==> config.mk <==
export PLATFORM = sky130hd
export DESIGN_NAME = fsp_rx
export DESIGN_NICKNAME = d
export VERILOG_FILES = /design/src/rtl/fsp_rx_pkg.sv /design/src/rtl/fsp_rx_sync.sv /design/src/rtl/fsp_rx_shift.sv /design/src/rtl/fsp_rx_buf.sv /design/src/rtl/fsp_rx.sv
export SDC_FILE = /design/constraint.sdc
export NUM_CORES = 1
export LEC_CHECK = 0
export ABC_AREA = 1
export BUFFER_PORTS_ARGS = -buffer_cell sky130_fd_sc_hd__buf_2
export CORE_UTILIZATION = 53
export DETAILED_ROUTE_END_ITERATION = 7
export PLACE_DENSITY = 0.8
export SLEW_MARGIN = 20
export SYNTH_ARGS = -nofsm -noshare
export SYNTH_HDL_FRONTEND = slang
export SYNTH_SLANG_ARGS = --single-unit
==> constraint.sdc <==
create_clock -name clk -period 1.85 [get_ports clk]
set_input_delay 0.2775 -clock clk [delete_from_list [all_inputs] [get_ports clk]]
set_output_delay 0.2775 -clock clk [all_outputs]
set_load 0.02 [all_outputs]
==> src/rtl/fsp_rx_pkg.sv <==
package fsp_rx_pkg;

    typedef enum logic [1:0] {
        ST_IDLE  = 2'd0,
        ST_DELAY = 2'd1,
        ST_SHIFT = 2'd2,
        ST_DONE  = 2'd3
    } rx_state_e;

    localparam int unsigned MAX_DELAY = 2;

endpackage

==> src/rtl/fsp_rx_sync.sv <==
module fsp_rx_sync #(
    parameter int unsigned SYNC_STAGES = 2
) (
    input  logic clk,
    input  logic rst_n,
    input  logic sclk_i,
    input  logic fsync_i,
    input  logic sdata_i,
    output logic fall_p,
    output logic rise_p,
    output logic fsync_s,
    output logic sdata_s
);
    localparam int unsigned LAST = SYNC_STAGES - 1;

    typedef struct packed {
        logic [SYNC_STAGES-1:0][2:0] chain;
        logic                        prev;
    } sync_t;

    sync_t s_d, s_q;

    always_comb begin
        s_d = s_q;
        s_d.chain[0] = {sdata_i, fsync_i, sclk_i};
        for (int i = 1; i < SYNC_STAGES; i++) begin
            s_d.chain[i] = s_q.chain[i-1];
        end
        s_d.prev = s_q.chain[LAST][0];
    end

    always_ff @(posedge clk or negedge rst_n) begin
        if (!rst_n) s_q <= '0;
        else        s_q <= s_d;
    end

    assign fall_p  =  s_q.prev & ~s_q.chain[LAST][0];
    assign rise_p  = ~s_q.prev &  s_q.chain[LAST][0];
    assign fsync_s =  s_q.chain[LAST][1];
    assign sdata_s =  s_q.chain[LAST][2];
endmodule

==> src/rtl/fsp_rx_shift.sv <==
module fsp_rx_shift
    import fsp_rx_pkg::*;
#(
    parameter int unsigned ELEM_W = 8
) (
    input  logic              clk,
    input  logic              rst_n,
    input  logic              fall_p,
    input  logic              rise_p,
    input  logic              fsync_s,
    input  logic              sdata_s,
    input  logic [1:0]        delay_i,
    output logic              push_o,
    output logic [ELEM_W-1:0] elem_o
);
    localparam int unsigned CNT_W = $clog2(ELEM_W + 1);
    localparam logic [CNT_W-1:0] LAST_CNT = CNT_W'(ELEM_W - 1);

    typedef struct packed {
        rx_state_e         state;
        logic [1:0]        dcnt;
        logic [CNT_W-1:0]  cnt;
        logic [ELEM_W-1:0] rsr;
    } shift_t;

    shift_t s_d, s_q;
    logic [1:0] dly_code;

    assign dly_code = (delay_i > 2'(MAX_DELAY)) ? 2'(MAX_DELAY) : delay_i;

    always_comb begin
        s_d    = s_q;
        push_o = 1'b0;
        unique case (s_q.state)
            ST_IDLE: begin
                if (fall_p && fsync_s) begin
                    if (dly_code == 2'd0) begin
                        s_d.rsr   = {s_q.rsr[ELEM_W-2:0], sdata_s};
                        s_d.cnt   = CNT_W'(1);
                        s_d.state = ST_SHIFT;
                    end else begin
                        s_d.dcnt  = dly_code;
                        s_d.state = ST_DELAY;
                    end
                end
            end
            ST_DELAY: begin
                if (fall_p) begin
                    if (s_q.dcnt == 2'd1) begin
                        s_d.rsr   = {s_q.rsr[ELEM_W-2:0], sdata_s};
                        s_d.cnt   = CNT_W'(1);
                        s_d.state = ST_SHIFT;
                    end else begin
                        s_d.dcnt  = s_q.dcnt - 2'd1;
                    end
                end
            end
            ST_SHIFT: begin
                if (fall_p) begin
                    s_d.rsr = {s_q.rsr[ELEM_W-2:0], sdata_s};
                    s_d.cnt = s_q.cnt + CNT_W'(1);
                    if (s_q.cnt == LAST_CNT) s_d.state = ST_DONE;
                end
            end
            ST_DONE: begin
                if (rise_p) begin
                    push_o    = 1'b1;
                    s_d.state = ST_IDLE;
                end
            end
            default: s_d.state = ST_IDLE;
        endcase
    end

    always_ff @(posedge clk or negedge rst_n) begin
        if (!rst_n) s_q <= '{state: ST_IDLE, default: '0};
        else        s_q <= s_d;
    end

    assign elem_o = s_q.rsr;
endmodule

==> src/rtl/fsp_rx_buf.sv <==
module fsp_rx_buf #(
    parameter int unsigned ELEM_W = 8
) (
    input  logic              clk,
    input  logic              rst_n,
    input  logic              fall_p,
    input  logic              push_i,
    input  logic [ELEM_W-1:0] elem_i,
    input  logic              rd_i,
    input  logic              ovf_clr_i,
    output logic [ELEM_W-1:0] data_o,
    output logic              ready_o,
    output logic              ovf_o
);
    typedef struct packed {
        logic [ELEM_W-1:0] rbr;
        logic              rbr_full;
        logic [ELEM_W-1:0] drr;
        logic              ready;
        logic              ovf;
    } buf_t;

    buf_t b_d, b_q;

    always_comb begin
        b_d = b_q;
        if (rd_i && b_q.ready) b_d.ready = 1'b0;
        if (ovf_clr_i)         b_d.ovf   = 1'b0;
        if (fall_p && b_q.rbr_full && !b_q.ready) begin
            b_d.drr      = b_q.rbr;
            b_d.rbr_full = 1'b0;
            b_d.ready    = 1'b1;
        end
        if (push_i) begin
            if (!b_q.rbr_full) begin
                b_d.rbr      = elem_i;
                b_d.rbr_full = 1'b1;
            end else begin
                b_d.ovf      = 1'b1;
            end
        end
    end

    always_ff @(posedge clk or negedge rst_n) begin
        if (!rst_n) b_q <= '0;
        else        b_q <= b_d;
    end

    assign data_o  = b_q.drr;
    assign ready_o = b_q.ready;
    assign ovf_o   = b_q.ovf;
endmodule

==> src/rtl/fsp_rx.sv <==
module fsp_rx #(
    parameter int unsigned ELEM_W      = 8,
    parameter int unsigned SYNC_STAGES = 2
) (
    input  logic              clk,
    input  logic              rst_n,
    input  logic              sclk_i,
    input  logic              fsync_i,
    input  logic              sdata_i,
    input  logic [1:0]        delay_i,
    input  logic              rd_i,
    input  logic              ovf_clr_i,
    output logic [ELEM_W-1:0] data_o,
    output logic              ready_o,
    output logic              ovf_o
);
    logic              sclk_fall;
    logic              sclk_rise;
    logic              fsync_s;
    logic              sdata_s;
    logic              push;
    logic [ELEM_W-1:0] elem;

    fsp_rx_sync #(.SYNC_STAGES(SYNC_STAGES)) u_sync (
        .clk     (clk),
        .rst_n   (rst_n),
        .sclk_i  (sclk_i),
        .fsync_i (fsync_i),
        .sdata_i (sdata_i),
        .fall_p  (sclk_fall),
        .rise_p  (sclk_rise),
        .fsync_s (fsync_s),
        .sdata_s (sdata_s)
    );

    fsp_rx_shift #(.ELEM_W(ELEM_W)) u_shift (
        .clk     (clk),
        .rst_n   (rst_n),
        .fall_p  (sclk_fall),
        .rise_p  (sclk_rise),
        .fsync_s (fsync_s),
        .sdata_s (sdata_s),
        .delay_i (delay_i),
        .push_o  (push),
        .elem_o  (elem)
    );

    fsp_rx_buf #(.ELEM_W(ELEM_W)) u_buf (
        .clk       (clk),
        .rst_n     (rst_n),
        .fall_p    (sclk_fall),
        .push_i    (push),
        .elem_i    (elem),
        .rd_i      (rd_i),
        .ovf_clr_i (ovf_clr_i),
        .data_o    (data_o),
        .ready_o   (ready_o),
        .ovf_o     (ovf_o)
    );
endmodule

==> impl_metrics.py, run 1 <==
metrics = {
    "grt": {
        "antenna_found_initial": 0,
        "grt_pass1_vias": 1315,
        "grt_usage_pct": 18.4,
        "grt_overflow": 0,
        "grt_pass1_wl_mm": 5.65,
        "grt_max_degree": 25,
    },
    "yosys": {
        "syn_area_sq_um": 1950,
        "synth_seq_area_share_pct": 53.8,
        "synth-adder-area-share_pct": 5.12,
        "synth-simple-area-share_pct": 24.5,
        "synth_warnings": 0,
        "yosysUniqueCellTypes": 19,
        "syn-mean-instance-area_sq_um": 8.72,
        "postSynthCellCount": 224,
        "synth.area.mux_share_pct": 0,
        "synth_top_family_by_area": "simple AND/OR/NAND/NOR gates",
        "synth_nets": 241,
        "synth_compound_area_share_pct": 6.47,
        "ys_seq_elements": 42,
        "synth-xor-area-share_pct": 0,
    },
    "worst_setup_path": {
        "cp_num_cells": 8,
        "slowest_delay_ps": 460,
        "ff2ff_setup_slack_ps": 220,
        "worstPathCellList": "inv_1 -> ha_1 -> nand2_2 -> nand2_1 -> nor2_1 -> nand2_1 -> nand2_1 -> nand2_1",
        "critPathKind": "reg -> reg",
        "setup.worst_path.end": "u_shift.s_q[10]",
        "worstPathRequired_ps": 2030,
        "arrival_ps": 1820,
        "crit_slowest_cell": "dfrtp_1",
        "worstPathMaxFanout": 12,
        "cp-end-kind": "register",
        "critPathLaunchType": "register",
        "crit_start": "u_shift.s_q[14]",
        "path_buf_inv": 1,
        "crit_family": "simple AND/OR/NAND/NOR gates",
        "r2r_start": "u_shift.s_q[14]",
        "rr_endpoint": "u_shift.s_q[10]",
        "ff2ff_path_depth": 8,
        "cpMostUsedCell": "nand2_1",
    },
    "layout": {
        "final_cell_mix": "74 x nand2_1, 42 x dfrtp_1, 26 x inv_1, 18 x nor2_1, 18 x buf_2",
        "n_antenna_cell": 0,
        "final_area_sq_um": 2140,
        "syn_to_final_growth_pct": 9.42,
        "num-fill-cells": 286,
        "multi_input_area_sq_um": 706,
        "layout_commonest_cell": "nand2_1",
        "finalNetCount": 257,
        "layout.area.seq_sq_um": 1050,
        "layout-drive-gt1-share_pct": 14.9,
    },
    "detailed_routing": {
        "routedWlPerCell_um": 10.7,
        "drt-total-wl_mm": 3.07,
        "via_per_inst": 4.83,
        "vias": 1385,
        "wl_met3_um": 100,
        "wl_met1_mm": 1.50,
        "drc": 0,
        "highest-signal-layer": "met4",
        "first_pass_iters": 4,
        "drtIter0Drc": 64,
        "wl_met2_mm": 1.41,
        "ant_nets": 0,
    },
    "power_and_ir_drop": {
        "switching_power_mw": 1.30,
        "max-vdd-ir-drop_v": 0.000778,
        "switching_share_pct": 38.5,
        "power_frac_seq_pct": 42.5,
        "cellLeakagePower_nw": 1.19,
        "p_per_area_nw_per_um2": 1570,
        "combPwrFrac_pct": 36.7,
        "p_int_mw": 2.07,
        "clkPwrFrac_pct": 20.8,
    },
    "floorplanning": {
        "die-area_sq_um": 3930,
        "ios": 19,
        "num_rows": 21,
        "core_area_sq_um": 3440,
        "start_util_pct": 56.7,
        "die_x_um": 62.7,
        "dieHeight_um": 62.7,
    },
    "place": {
        "gp_congestion": 0.880,
        "place_hpwl_mm": 2.21,
        "dpl_cell_area_sq_um": 2020,
        "io_buffers": 18,
    },
    "sta": {
        "setup_violations": 0,
        "skew_ps": 7.08,
        "worstMarginPinSlew_ps": 506,
        "fin_crit_sh_pct": 88.2,
        "relSlewSlack_pct": 66.3,
        "rsz0062_at_grt": "no",
        "timing.setup.tns_ps": 0,
        "fmax_mhz": 613,
        "drv_slew": 0,
        "fin_crit_ps": 1630,
        "hold_viol_final": 0,
    },
    "cts": {
        "cts_made_buffers": 5,
        "cts.sink_count": 42,
        "cts-root-buf": "clkbuf_8",
        "cts_tree": "yes",
        "post_cts_buffers": 0,
        "clockBufferDepth": 2,
        "post_cts_resized": 0,
        "clk_pin_slew_ps": 80,
        "htreeDepth": 2,
        "clock_latency_ps": 290,
    },
    "min_path": {
        "hp-class": "in -> reg",
    },
    "status": {
        "status": "complete, no violations",
    },
    "job": {
        "maxCapViolations": 0,
    },
}
cell type report:
type	instances	area share, %
sequential	42	49.2
multi-input combinational	143	33.0
timing repair buffer	21	5.39
inverter	27	4.74
clock buffer	7	3.57
tap	46	2.69
clock inverter	1	1.41
how the worst min path moves through the flow:
stage | to | slack (ps) | cells after the start | startpoint
3_5_place_dp | u_buf.data_o[7] | 280 | 1 | rst_n
3_3_place_gp | u_buf.data_o[6] | 280 | 1 | rst_n
5_1_grt | u_sync.s_d[6] | 80 | 1 | sdata_i
4_1_cts | u_sync.s_d[6] | 80 | 1 | sdata_i
2_1_floorplan | u_buf.b_q[10] | -20 | 0 | rst_n
6_report | u_sync.s_d[5] | 90 | 1 | fsync_i
synth_stat cells, drive strengths merged:
library cell,number,area share [%]
nand2,78,16
dfrtp,42,54
inv,27,5.2
nor2,19,4.0
o21ai,15,3.8
buf,11,4.6
a21oi,9,2.3
nand3,9,2.8
ha,8,5.1
nand4,4,1.9
clkbuf,1,0.26
o22ai,1,0.32
sequential cells by signal, summed over array words and instances (netlist names), 4 cells and up:
signal	count
u_buf.b_q	9
u_shift.elem_o	8
u_shift.s_q	8
u_sync.s_d	4
u_buf.data_o	8
stage by stage:
| stage | utilization [%] | hold slack (ps) | setup slack, ps | power [mW] | instances |
|---|---|---|---|---|---|
| 4_1_cts | 62.1 | 82.7 | 203 | 3.39 | 287 |
| 5_1_grt | 62.1 | 78.1 | 84.8 | 3.65 | 287 |
| 3_5_place_dp | 58.7 | 280 | 232 | 2.68 | 278 |
| 3_3_place_gp | 58.7 | 276 | 305 | 2.63 | 278 |
| 2_1_floorplan | - | -18.1 | 475 | 2.54 | 224 |
| 6_report | 62.1 | 86.6 | 217 | 3.36 | 287 |
power groups by stage:
| stage | sequential, mW | combinational [mW] | clock [mW] |
|---|---|---|---|
| floorplan | 1.41 | 1.13 | 0 |
| global placement | 1.43 | 1.20 | 0 |
| detailed placement | 1.44 | 1.24 | 0 |
| CTS | 1.43 | 1.25 | 0.711 |
| global route | 1.47 | 1.43 | 0.747 |
| finish | 1.43 | 1.23 | 0.700 |
worst reg2reg max path: cells and delay by family, from the launching register on:
kind,cells,cell delay [ps]
and+or+nand+nor,6,710
DFF,1,460
buffers and inverters,1,90
adders and majority gates,1,280
cell families (layout without fill, tap and decap cells):
family          Yosys count  in the layout
simple gates            110            110
flops                    42             42
buf+inv                  39             56
compound gates           25             25
fa+ha+maj                 8              8
metal layers:
metal,vias to the layer above,global-route usage (%)
met3,5,4.56
met2,24,29.5
met5,-,0
li1,715,-
met1,641,23.5
met4,0,8.72
repair_timing:
| action | in CTS | in global routing |
|---|---|---|
| hold endpoints to repair | 22 | 0 |
| setup endpoints to repair | 0 | 0 |
| hold buffers | 1 | 0 |
No activity file was read; power rests on OpenSTA's default activity.
==> run 2: changes to the inputs <==
Settings changed: ABC_AREA 1 to unset.
==> impl_metrics.py, run 2 <==
metrics = {
    "place": {
        "dpl.cell_count": 217,
        "pre_cts_ws_ps": 21.5,
        "io_buffers": 18,
        "gp_congestion": 0.801,
        "place_hpwl_mm": 2.39,
    },
    "yosys": {
        "synth_top_area_share_pct": 54.5,
        "yosys.area.top_type": "dfrtp_1",
        "syn-mean-instance-area_sq_um": 13.0,
        "synth_warnings": 0,
        "ys_seq_elements": 42,
        "synth-simple-area-share_pct": 8.64,
        "yosysUniqueCellTypes": 33,
        "synth_ff_type": "dfrtp_1",
        "synth-edff-count": 0,
        "synth.area.mux_share_pct": 18.4,
        "syn_area_sq_um": 1930,
        "synth-adder-area-share_pct": 5.19,
        "synth-xor-area-share_pct": 0,
        "synthArstFlopShare_pct": 100,
        "postSynthCellCount": 148,
        "synthTopCellsByArea": "dfrtp_1 55%, mux2_2 9.4%, mux2_4 7.0%",
        "synth_nets": 165,
        "ys_top_cells_by_count": "42 x dfrtp_1, 16 x mux2_2, 9 x buf_4, 9 x mux2_4",
        "synth_seq_area_share_pct": 54.5,
        "synth_compound_area_share_pct": 8.12,
        "synth_top_family_by_area": "multiplexers",
        "yosysMostFrequentCell": "dfrtp_1",
    },
    "cts": {
        "cts_tree": "yes",
        "cts-root-buf": "clkbuf_4",
        "cts.sink_count": 42,
        "htreeDepth": 2,
        "clk_pin_slew_ps": 120,
        "clock_latency_ps": 340,
        "clockBufferDepth": 2,
        "cts_made_buffers": 5,
        "post_cts_buffers": 0,
    },
    "floorplanning": {
        "die_x_um": 62.3,
        "die-area_sq_um": 3880,
        "core_area_sq_um": 3420,
        "start_util_pct": 56.4,
        "ios": 19,
        "num_rows": 21,
        "dieHeight_um": 62.3,
    },
    "sta": {
        "worstMarginPinSlew_ps": 282,
        "layout_setup_ws_ps": 62.5,
        "relSlewSlack_pct": 81.2,
        "drv_slew": 0,
        "fmax_mhz": 559,
        "fin_crit_sh_pct": 96.6,
        "fin_crit_ps": 1790,
        "skew_ps": 5.32,
        "hold_ws_ps": 31.9,
        "setup_violations": 0,
        "hold_viol_final": 0,
    },
    "worst_setup_path": {
        "worstPathRequired_ps": 2080,
        "critPathKind": "reg -> reg",
        "arrival_ps": 2020,
        "crit_start": "u_shift.s_q[14]",
        "r2r_start": "u_shift.s_q[14]",
        "worstPathMaxFanout": 9,
        "rr_endpoint": "u_shift.elem_o[5]",
        "cp-end-kind": "register",
        "setup.worst_path.end": "u_shift.elem_o[5]",
        "ff2ff_setup_slack_ps": 60,
        "ff2ff_path_depth": 6,
        "critPathLaunchType": "register",
    },
    "grt": {
        "antenna_found_initial": 0,
        "grt_max_degree": 43,
        "grt_overflow": 0,
        "grt_pass1_wl_mm": 5.52,
        "grt_pass1_vias": 1242,
        "grt_usage_pct": 18.5,
    },
    "layout": {
        "layout-drive-gt1-share_pct": 38.9,
        "regMostFlops": "u_buf.b_q",
        "stdcell_count": 226,
        "layout.area.seq_sq_um": 1050,
        "syn_to_final_growth_pct": 14.9,
        "fin_util_pct": 64.8,
        "num-fill-cells": 273,
        "multi_input_area_sq_um": 787,
        "layout_commonest_cell": "dfrtp_1",
        "largest_reg_flops": 9,
        "finalNetCount": 196,
        "final_cell_mix": "42 x dfrtp_1, 18 x buf_2, 16 x mux2_2, 13 x buf_4, 9 x mux2_4",
        "n_antenna_cell": 0,
    },
    "min_path": {
        "hp-class": "in -> reg",
    },
    "power_and_ir_drop": {
        "max-vdd-ir-drop_v": 0.000831,
        "p_per_area_nw_per_um2": 1610,
        "cellLeakagePower_nw": 1.10,
        "total_power_mw": 3.56,
    },
    "detailed_routing": {
        "first_pass_iters": 4,
        "drtIter0Drc": 72,
        "routedWlPerCell_um": 14.3,
        "drc": 0,
        "via_per_inst": 5.36,
        "ant_nets": 0,
        "drt-total-wl_mm": 3.23,
        "vias": 1211,
    },
    "status": {
        "status": "complete, no violations",
    },
    "job": {
        "maxCapViolations": 0,
    },
}
==> run 2: changes by cell type in the layout (fill, tap and decap cells not counted), sizes merged, moves of 4 or more <==
cell and delta:
a21oi -7, buf +13, inv -20, mux2 +25
mux2i +4, nand2 -71, nand2b +5, nand3 -7
nor2 -17, o21ai -7
==> run 2: final cells by class <==
| cell class | instances | area share [%] |
|---|---|---|
| clock buffer | 6 | 1.86 |
| clock inverter | 2 | 0.621 |
| inverter | 7 | 1.19 |
| multi-input combinational | 89 | 35.5 |
| sequential | 42 | 47.5 |
| tap | 46 | 2.60 |
| timing repair buffer | 34 | 10.7 |
==> run 2: worst min path at each step <==
stage	from	endpoint	slack, ps	cells past startpoint
floorplan	rst_n	u_buf.b_q[10]	-20	0
global placement	rst_n	u_shift.s_q[11]	260	2
detailed placement	rst_n	u_buf.ovf_o	260	2
CTS	sclk_i	u_sync.s_d[4]	20	1
global route	sdata_i	u_sync.s_d[6]	9	1
finish	sdata_i	u_sync.s_d[6]	30	1
==> run 2: logic make-up after synthesis <==
logic type,after synthesis
and+or+nand+nor,29
AOI/OAI and AO/OA,23
buffers and inverters,17
muxes,29
DFF,42
adders and majority gates,8
==> run 2: power by group <==
part | leakage [nW] | switching [mW] | total [mW] | internal [mW]
clock | 0.0322 | 0.279 | 0.428 | 0.149
sequential | 0.524 | 0.226 | 1.49 | 1.26
combinational | 0.539 | 0.731 | 1.65 | 0.918
==> run 2: worst max-delay path: stages, from the launching register on <==
cell and delay, ps:
dfrtp_1 390, inv_1 70, ha_1 240, a22o_1 230, a211o_1 310, buf_12 160
mux2_4 290
==> run 2: per-layer routing <==
layer	GRT usage [%]	vias to the layer above	routed length, um	part of all wire, %
li1	-	576	-	-
met1	22.8	598	1390	43
met2	31.7	31	1670	52
met3	5.70	6	139	4.3
met4	4.36	0	35	1.1
met5	0	-	0	0
==> run 2: per-stage QoR <==
step | TNS [ps] | instance area [sq um]
after floorplan | 0 | 1930
after global placement | 0 | 2140
after detailed placement | 0 | 2140
after CTS | 0 | 2210
after global routing | -1.56 | 2210
final | 0 | 2210
==> run 2: repair_timing <==
action | 4_1_cts | 5_1_grt
hold buffers | 1 | 0
endpoints found under the hold margin | 42 | 0
endpoints found under the setup margin | 0 | 10
gates resized for setup | 0 | 3
